[src/rtl/i2c_evt_pkg.sv]
package i2c_evt_pkg;

    typedef enum logic [1:0] {
        HC_NOP   = 2'd0,
        HC_START = 2'd1,
        HC_STOP  = 2'd2,
        HC_XFER  = 2'd3
    } host_cmd_e;

    typedef enum logic [1:0] {OP_START, OP_RSTART, OP_STOP, OP_BYTE} bus_op_e;
    typedef enum logic [1:0] {CS_IDLE, CS_RUN, CS_HOLD} ctl_st_e;
    typedef enum logic [1:0] {PH_ADDR, PH_TX, PH_RX} phase_e;
    typedef enum logic [2:0] {K_START, K_RSTART, K_STOP, K_ADDR, K_TX, K_RX} kind_e;

    // event codes, presented in status[7:3]
    localparam logic [4:0] SC_START   = 5'd1;
    localparam logic [4:0] SC_RSTART  = 5'd2;
    localparam logic [4:0] SC_AW_ACK  = 5'd3;
    localparam logic [4:0] SC_AW_NACK = 5'd4;
    localparam logic [4:0] SC_DW_ACK  = 5'd5;
    localparam logic [4:0] SC_DW_NACK = 5'd6;
    localparam logic [4:0] SC_ARB     = 5'd7;
    localparam logic [4:0] SC_AR_ACK  = 5'd8;
    localparam logic [4:0] SC_AR_NACK = 5'd9;
    localparam logic [4:0] SC_DR_ACK  = 5'd10;
    localparam logic [4:0] SC_DR_NACK = 5'd11;
    localparam logic [4:0] SC_NONE    = 5'd31;

    localparam int unsigned BYTE_LAST = 18;

    typedef struct packed {
        logic       busy;
        bus_op_e    op;
        logic [4:0] step;
        logic [8:0] tx;
        logic [8:0] rx;
        logic       chk;
        logic       rest_scl;
        logic       rest_sda;
    } eng_t;

    typedef struct packed {
        ctl_st_e    st;
        phase_e     ph;
        logic       held;
        kind_e      kind;
        logic       dir_rd;
        logic       ack_q;
        logic [4:0] code;
        logic [7:0] rd;
    } ctl_t;

endpackage

[src/rtl/i2c_evt_rate.sv]
module i2c_evt_rate #(
    parameter int unsigned DIV_W = 8
) (
    input  logic             clk,
    input  logic             rst_n,
    input  logic             restart,
    input  logic [DIV_W-1:0] divider,
    input  logic [1:0]       presc_sel,
    output logic             tick
);
    localparam int unsigned HW = DIV_W + 7;

    logic [HW-1:0] prod;
    logic [HW-1:0] half;
    logic [HW-1:0] cnt_d, cnt_q;

    always_comb begin
        prod  = HW'(divider) << {presc_sel, 1'b0};
        half  = HW'(8) + prod;
        tick  = !restart && (cnt_q == '0);
        if (restart || cnt_q == '0) begin
            cnt_d = half - HW'(1);
        end else begin
            cnt_d = cnt_q - HW'(1);
        end
    end

    always_ff @(posedge clk or negedge rst_n) begin
        if (!rst_n) begin
            cnt_q <= '0;
        end else begin
            cnt_q <= cnt_d;
        end
    end
endmodule

[src/rtl/i2c_evt_bitio.sv]
module i2c_evt_bitio
    import i2c_evt_pkg::*;
(
    input  logic       clk,
    input  logic       rst_n,
    input  logic       tick,
    input  logic       op_go,
    input  bus_op_e    op_kind,
    input  logic [8:0] tx_bits,
    input  logic       arb_chk,
    input  logic       scl_in,
    input  logic       sda_in,
    output logic       restart,
    output logic       done,
    output logic       lost,
    output logic [8:0] rx_bits,
    output logic       scl_lvl,
    output logic       sda_lvl
);
    eng_t q, n;

    logic       cur_scl, cur_sda, at_last, stalled;
    logic [3:0] idx;

    // line levels of the current half-period step
    always_comb begin
        idx     = q.step[4:1];
        cur_scl = 1'b1;
        cur_sda = 1'b1;
        at_last = 1'b0;
        case (q.op)
            OP_START: begin
                cur_scl = (q.step == 5'd0);
                cur_sda = 1'b0;
                at_last = (q.step == 5'd1);
            end
            OP_RSTART: begin
                cur_scl = (q.step == 5'd1) || (q.step == 5'd2);
                cur_sda = (q.step <= 5'd1);
                at_last = (q.step == 5'd3);
            end
            OP_STOP: begin
                cur_scl = (q.step != 5'd0);
                cur_sda = (q.step == 5'd2);
                at_last = (q.step == 5'd2);
            end
            default: begin
                if (q.step == 5'(BYTE_LAST)) begin
                    cur_scl = 1'b0;
                    cur_sda = 1'b1;
                    at_last = 1'b1;
                end else begin
                    cur_scl = q.step[0];
                    cur_sda = q.tx[4'd8 - idx];
                end
            end
        endcase
        stalled = cur_scl && !scl_in;
    end

    always_comb begin
        n       = q;
        done    = 1'b0;
        lost    = 1'b0;
        restart = 1'b0;
        if (!q.busy) begin
            if (op_go) begin
                n.busy  = 1'b1;
                n.op    = op_kind;
                n.step  = '0;
                n.tx    = tx_bits;
                n.chk   = arb_chk;
                n.rx    = '0;
                restart = 1'b1;
            end
        end else if (stalled) begin
            restart = 1'b1;
        end else if (tick) begin
            if (q.op == OP_BYTE && q.step[0]) begin
                n.rx = {q.rx[7:0], sda_in};
                if (q.chk && idx < 4'd8 && cur_sda && !sda_in) begin
                    lost = 1'b1;
                end
            end
            if (lost) begin
                n.busy     = 1'b0;
                n.rest_scl = 1'b1;
                n.rest_sda = 1'b1;
                done       = 1'b1;
            end else if (at_last) begin
                n.busy     = 1'b0;
                n.rest_scl = cur_scl;
                n.rest_sda = cur_sda;
                done       = 1'b1;
            end else begin
                n.step = q.step + 5'd1;
            end
        end
    end

    assign rx_bits = q.rx;
    assign scl_lvl = q.busy ? cur_scl : q.rest_scl;
    assign sda_lvl = q.busy ? cur_sda : q.rest_sda;

    always_ff @(posedge clk or negedge rst_n) begin
        if (!rst_n) begin
            q <= '{busy: 1'b0, op: OP_START, step: '0, tx: '0, rx: '0,
                   chk: 1'b0, rest_scl: 1'b1, rest_sda: 1'b1};
        end else begin
            q <= n;
        end
    end
endmodule

[src/rtl/i2c_evt_ctrl.sv]
module i2c_evt_ctrl
    import i2c_evt_pkg::*;
(
    input  logic       clk,
    input  logic       rst_n,
    input  logic       cmd_valid,
    input  logic [1:0] cmd,
    input  logic [7:0] wr_data,
    input  logic       ack_en,
    input  logic       eng_done,
    input  logic       eng_lost,
    input  logic [8:0] eng_rx,
    output logic       eng_go,
    output bus_op_e    eng_op,
    output logic [8:0] eng_tx,
    output logic       eng_chk,
    output logic       flag,
    output logic [4:0] code,
    output logic [7:0] rd_data
);
    ctl_t      q, n;
    host_cmd_e hc;
    logic      acked;

    always_comb begin
        n       = q;
        hc      = host_cmd_e'(cmd);
        acked   = !eng_rx[0];
        eng_go  = 1'b0;
        eng_op  = OP_START;
        eng_tx  = '0;
        eng_chk = 1'b0;
        case (q.st)
            CS_IDLE: begin
                if (cmd_valid && hc == HC_START) begin
                    eng_go = 1'b1;
                    eng_op = OP_START;
                    n.kind = K_START;
                    n.st   = CS_RUN;
                end
            end
            CS_HOLD: begin
                if (cmd_valid) begin
                    case (hc)
                        HC_START: begin
                            eng_go = 1'b1;
                            eng_op = q.held ? OP_RSTART : OP_START;
                            n.kind = q.held ? K_RSTART : K_START;
                            n.st   = CS_RUN;
                            n.code = SC_NONE;
                        end
                        HC_STOP: begin
                            n.code = SC_NONE;
                            if (q.held) begin
                                eng_go = 1'b1;
                                eng_op = OP_STOP;
                                n.kind = K_STOP;
                                n.st   = CS_RUN;
                            end else begin
                                n.st = CS_IDLE;
                            end
                        end
                        HC_XFER: begin
                            if (q.held) begin
                                eng_go = 1'b1;
                                eng_op = OP_BYTE;
                                n.st   = CS_RUN;
                                n.code = SC_NONE;
                                case (q.ph)
                                    PH_ADDR: begin
                                        eng_tx   = {wr_data, 1'b1};
                                        eng_chk  = 1'b1;
                                        n.kind   = K_ADDR;
                                        n.dir_rd = wr_data[0];
                                    end
                                    PH_TX: begin
                                        eng_tx  = {wr_data, 1'b1};
                                        eng_chk = 1'b1;
                                        n.kind  = K_TX;
                                    end
                                    default: begin
                                        eng_tx  = {8'hFF, !ack_en};
                                        n.kind  = K_RX;
                                        n.ack_q = ack_en;
                                    end
                                endcase
                            end
                        end
                        default: ;
                    endcase
                end
            end
            CS_RUN: begin
                if (eng_done) begin
                    n.st = CS_HOLD;
                    if (eng_lost) begin
                        n.code = SC_ARB;
                        n.held = 1'b0;
                    end else begin
                        case (q.kind)
                            K_START, K_RSTART: begin
                                n.code = (q.kind == K_START) ? SC_START : SC_RSTART;
                                n.held = 1'b1;
                                n.ph   = PH_ADDR;
                            end
                            K_STOP: begin
                                n.st   = CS_IDLE;
                                n.held = 1'b0;
                                n.code = SC_NONE;
                            end
                            K_ADDR: begin
                                if (q.dir_rd) begin
                                    n.code = acked ? SC_AR_ACK : SC_AR_NACK;
                                    n.ph   = PH_RX;
                                end else begin
                                    n.code = acked ? SC_AW_ACK : SC_AW_NACK;
                                    n.ph   = PH_TX;
                                end
                            end
                            K_TX: n.code = acked ? SC_DW_ACK : SC_DW_NACK;
                            default: begin
                                n.rd   = eng_rx[8:1];
                                n.code = q.ack_q ? SC_DR_ACK : SC_DR_NACK;
                            end
                        endcase
                    end
                end
            end
            default: n.st = CS_IDLE;
        endcase
    end

    assign flag    = (q.st == CS_HOLD);
    assign code    = q.code;
    assign rd_data = q.rd;

    always_ff @(posedge clk or negedge rst_n) begin
        if (!rst_n) begin
            q <= '{st: CS_IDLE, ph: PH_ADDR, held: 1'b0, kind: K_START,
                   dir_rd: 1'b0, ack_q: 1'b0, code: SC_NONE, rd: '0};
        end else begin
            q <= n;
        end
    end
endmodule

[src/rtl/i2c_evt_master.sv]
module i2c_evt_master
    import i2c_evt_pkg::*;
#(
    parameter int unsigned DIV_W = 8
) (
    input  logic             clk,
    input  logic             rst_n,
    input  logic             cmd_valid,
    input  logic [1:0]       cmd,
    input  logic [7:0]       wr_data,
    input  logic             ack_en,
    input  logic [DIV_W-1:0] divider,
    input  logic [1:0]       presc_sel,
    output logic             flag,
    output logic [7:0]       status,
    output logic [7:0]       rd_data,
    input  logic             scl_in,
    input  logic             sda_in,
    output logic             scl_oe,
    output logic             sda_oe
);
    logic       tick, restart, done, lost, go, chk, scl_lvl, sda_lvl;
    logic [8:0] rx_bits, tx_bits;
    logic [4:0] code;
    bus_op_e    op;

    i2c_evt_rate #(.DIV_W(DIV_W)) rate_i (
        .clk(clk), .rst_n(rst_n), .restart(restart),
        .divider(divider), .presc_sel(presc_sel), .tick(tick)
    );

    i2c_evt_bitio bitio_i (
        .clk(clk), .rst_n(rst_n), .tick(tick), .op_go(go), .op_kind(op),
        .tx_bits(tx_bits), .arb_chk(chk), .scl_in(scl_in), .sda_in(sda_in),
        .restart(restart), .done(done), .lost(lost), .rx_bits(rx_bits),
        .scl_lvl(scl_lvl), .sda_lvl(sda_lvl)
    );

    i2c_evt_ctrl ctrl_i (
        .clk(clk), .rst_n(rst_n), .cmd_valid(cmd_valid), .cmd(cmd),
        .wr_data(wr_data), .ack_en(ack_en), .eng_done(done), .eng_lost(lost),
        .eng_rx(rx_bits), .eng_go(go), .eng_op(op), .eng_tx(tx_bits),
        .eng_chk(chk), .flag(flag), .code(code), .rd_data(rd_data)
    );

    assign status = {code, 1'b0, presc_sel};
    assign scl_oe = !scl_lvl;
    assign sda_oe = !sda_lvl;
endmodule

[config.mk]
export PLATFORM = sky130hd
export DESIGN_NAME = i2c_evt_master
export DESIGN_NICKNAME = d
export VERILOG_FILES = /design/src/rtl/i2c_evt_pkg.sv /design/src/rtl/i2c_evt_rate.sv /design/src/rtl/i2c_evt_bitio.sv /design/src/rtl/i2c_evt_ctrl.sv /design/src/rtl/i2c_evt_master.sv
export SDC_FILE = /design/constraint.sdc
export NUM_CORES = 1
export LEC_CHECK = 0
export BUFFER_PORTS_ARGS = -buffer_cell sky130_fd_sc_hd__buf_2
export CAP_MARGIN = 20
export CORE_MARGIN = 4
export CORE_UTILIZATION = 55
export CTS_CLUSTER_DIAMETER = 100
export DETAILED_ROUTE_END_ITERATION = 10
export PLACE_DENSITY = 0.87
export SLEW_MARGIN = 5
export SYNTH_ARGS = -nofsm -noshare
export SYNTH_HDL_FRONTEND = slang
export SYNTH_SLANG_ARGS = --single-unit
[constraint.sdc]
create_clock -name clk -period 3.4 [get_ports clk]
set_input_delay 1.02 -clock clk [delete_from_list [all_inputs] [get_ports clk]]
set_output_delay 1.02 -clock clk [all_outputs]
set_load 0.05 [all_outputs]
==> results.py <==
metrics = {
    "outcome": {
        "status": "finished with violations",
        "violations": "setup timing",
    },
    "timing": {
        "slew_violations": 0,
        "rsz0062_at_grt": "yes",
        "setup_ws_ns": -0.0780,
        "setup_violations": 1,
        "max_freq_ghz": 0.288,
        "max_slew.worst_pin.slew_ns": 0.729,
        "clock_skew_ns": 0.00822,
        "hold_viol": 0,
        "timing.final.crit_share_pct": 102,
        "finalCriticalPeriod_ns": 3.48,
        "whs_ns": 0.465,
        "relSlewSlack_pct": 50.7,
    },
    "placed_design": {
        "routabilityCongestion": 0.924,
        "placedCellCount": 577,
        "port_buffers": 43,
        "dp_hpwl_mm": 6.67,
    },
    "global_routing": {
        "grt_pass1_wl_mm": 16.2,
        "gr-total-overflow": 0,
        "grt_max_degree": 39,
        "antenna_found_initial": 0,
        "grt_pass1_vias": 3512,
        "grtUsageTotal_pct": 23.0,
    },
    "setup_path": {
        "arrival_ns": 2.46,
        "reg2reg_to": "ctrl_i.rd_data[4]",
        "r2r-start": "bitio_i.q[21]",
        "ff2ff_path_depth": 9,
        "endpoint_kind": "output port",
        "critical_path_peak_fanout": 6,
        "required_ns": 2.38,
        "path_class": "reg -> out",
        "r2r_setup_slack_ns": 0.26,
        "crit_path_start_kind": "flip-flop",
    },
    "routing": {
        "drt_wl_total_mm": 9.66,
        "wire_per_inst_um": 16.0,
        "drc": 0,
        "drtIter0Drc": 310,
        "first_pass_iters": 5,
        "vias": 3552,
        "viasPerCell": 5.90,
        "ant_nets": 0,
    },
    "yosys": {
        "synth.avg_cell_area_sq_um": 8.99,
        "yosysTopAreaCell": "dfrtp_1",
        "synth-edff-count": 0,
        "ys_seq_area_share_pct": 40.6,
        "netlist_instances": 462,
        "synth_async_sr_flop_share_pct": 100,
        "syn-cell-area_sq_um": 4150,
        "synthFlopType": "dfrtp_1",
        "yosysTopAreaCellShare_pct": 36.2,
        "yosysUniqueCellTypes": 63,
        "synth_top_cells_by_area": "dfrtp_1 (36%), o21ai_0 (6.3%), nand2_1 (5.4%)",
        "ys_ff_latch": 67,
        "synth_fp_nets": 498,
        "yosys_warnings": 0,
    },
    "die": {
        "floorplan.die_area_sq_um": 9000,
        "rows": 31,
        "core_area_sq_um": 7290,
        "fp.dieW_um": 94.9,
        "die-height_um": 94.9,
        "io_pins": 45,
        "start_util_pct": 56.9,
    },
    "clock_network": {
        "cts_tree": "yes",
        "path_clk_slew_ns": 0.07,
        "ctsRootBufferMaster": "clkbuf_8",
        "ctsHtreeMaxLevel": 3,
        "cts_buffer_depth": 2,
        "clock_sinks": 67,
        "holdBufCountCts": 0,
        "cts_made_buffers": 9,
        "clock_latency_ns": 0.35,
    },
    "finish": {
        "final_nets": 534,
        "num_antenna_cells": 0,
        "area_growth_pct": 13.2,
        "mostFrequentLayoutCells": "nand2_1 (60), dfrtp_1 (60), o21ai_0 (52)",
        "instances_no_fill": 602,
        "fill_cells": 588,
        "drive_above_1_share_pct": 23.7,
    },
    "power": {
        "swShare_pct": 32.9,
        "pwr-share-comb_pct": 25.2,
        "p_leak_nw": 2.08,
        "power_mw": 2.22,
        "powerDensity_nw_per_um2": 473,
        "switchingPower_uw": 731,
        "p_clk_share_pct": 29.5,
        "vdd_ir_drop_max_uv": 228,
        "pwr-share-seq_pct": 45.3,
        "p_int_mw": 1.49,
    },
    "hold_path": {
        "min_path_cells": 1,
        "min_from": "rate_i.cnt_q[0]",
        "whs_endpoint": "rate_i.cnt_q[0]",
        "hold_path_class": "reg -> reg",
    },
    "flow_run": {
        "drv_cap": 0,
    },
}
-- final cells by class --
type	count	area [sq um]	share of cell area, %
clock buffer	11	141	3.01
clock inverter	5	52.6	1.12
inverter	14	52.6	1.12
multi-input combinational	341	2250	47.9
sequential	67	1690	35.9
tap	99	124	2.64
timing repair buffer	65	390	8.31
-- timing repair --
| action | in CTS | in global routing |
|---|---|---|
| gates resized for setup | 8 | 6 |
| pin swaps | 2 | 3 |
| buffers inserted | 7 | 2 |
| setup endpoints to repair | 1 | 3 |
-- flip-flops by register name, indices dropped and copies added (netlist names) --
register and count:
bitio_i.q 16, rate_i.cnt_q 15, ctrl_i.q 10, bitio_i.rx_bits 9
ctrl_i.rd_data 8, ctrl_i.code 5, bitio_i.idx 4
-- routing by layer --
layer | vias up | share of wire (%) | GRT usage, % | wire length (um)
met1 | 1680 | 40 | 27.5 | 3870
li1 | 1683 | - | - | -
met3 | 40 | 6.1 | 5.42 | 591
met2 | 149 | 50 | 39.0 | 4810
met4 | 0 | 4.0 | 10.9 | 383
met5 | - | 0 | 0 | 0
-- critical path, cell delays in order (launching register included) --
cell and delay (ns):
dfrtp_1 0.41, buf_6 0.14, or4_4 0.48, a2111o_1 0.50
o31ai_4 0.10, a211oi_2 0.07, a21oi_2 0.15, mux2i_2 0.09
buf_6 0.16
-- worst max path at each step --
stage                    from     end  slack (ns)
5_1_grt        bitio_i.idx[0]  sda_oe       -0.16
4_1_cts        bitio_i.idx[0]  sda_oe       -0.03
3_3_place_gp   bitio_i.idx[0]  sda_oe        0.16
6_report       bitio_i.idx[0]  sda_oe       -0.08
3_5_place_dp   bitio_i.idx[0]  sda_oe        0.13
2_1_floorplan  bitio_i.idx[0]  sda_oe       0.007
-- cell usage after synthesis (all sizes together) (2+ instances only) --
master and count:
a211oi 3, nor4b 2, nand3 11, a21oi 19
o22ai 2, nand2b 14, a22oi 2, xor2 8
mux2 13, o31a 2, and3 4, ha 10
clkbuf 16, or4b 3, xnor2 14, nand2 60
a21o 3, nand4 5, buf 24, dfstp 7
or3 5, nand3b 3, nor3 13, nor4 6
nor3b 2, nor2 30, mux2i 19, nor2b 6
or4 5, inv 13, o31ai 3, a21boi 2
dfrtp 60, o21ai 53
-- power by group through the flow --
stage	logic, mW	clock network, mW	registers (mW)
after floorplan	0.385	0	0.986
after global placement	0.485	0	1.00
after detailed placement	0.504	0	1.01
after CTS	0.526	0.664	1.00
after global routing	0.614	0.705	1.02
final	0.560	0.656	1.01
-- cells by family (layout without fill, tap and decap cells) --
group / Yosys count / count (layout) / share of synthesized area (%)
and+or+nand+nor: 174 / 174 / 22.0
AOI/OAI and AO/OA: 101 / 101 / 14.4
adders and majority gates: 10 / 10 / 3.01
other: 1 / 1 / 0.0903
DFF: 67 / 67 / 40.6
buffers and inverters: 54 / 95 / 6.60
muxes: 33 / 33 / 8.65
xor gates and xnor gates: 22 / 22 / 4.64
-- metrics by stage --
| stage | util [%] | instance area [sq um] | TNS, ns | setup WS, ns |
|---|---|---|---|---|
| after floorplan | - | 4160 | 0 | 0.00720 |
| after CTS | 63.7 | 4650 | -0.0294 | -0.0294 |
| after global placement | 59.9 | 4370 | 0 | 0.159 |
| after detailed placement | 59.9 | 4370 | 0 | 0.125 |
| after global routing | 64.4 | 4700 | -0.162 | -0.160 |
| final | 64.4 | 4700 | -0.0780 | -0.0780 |
(Power assumes the default switching activity.)
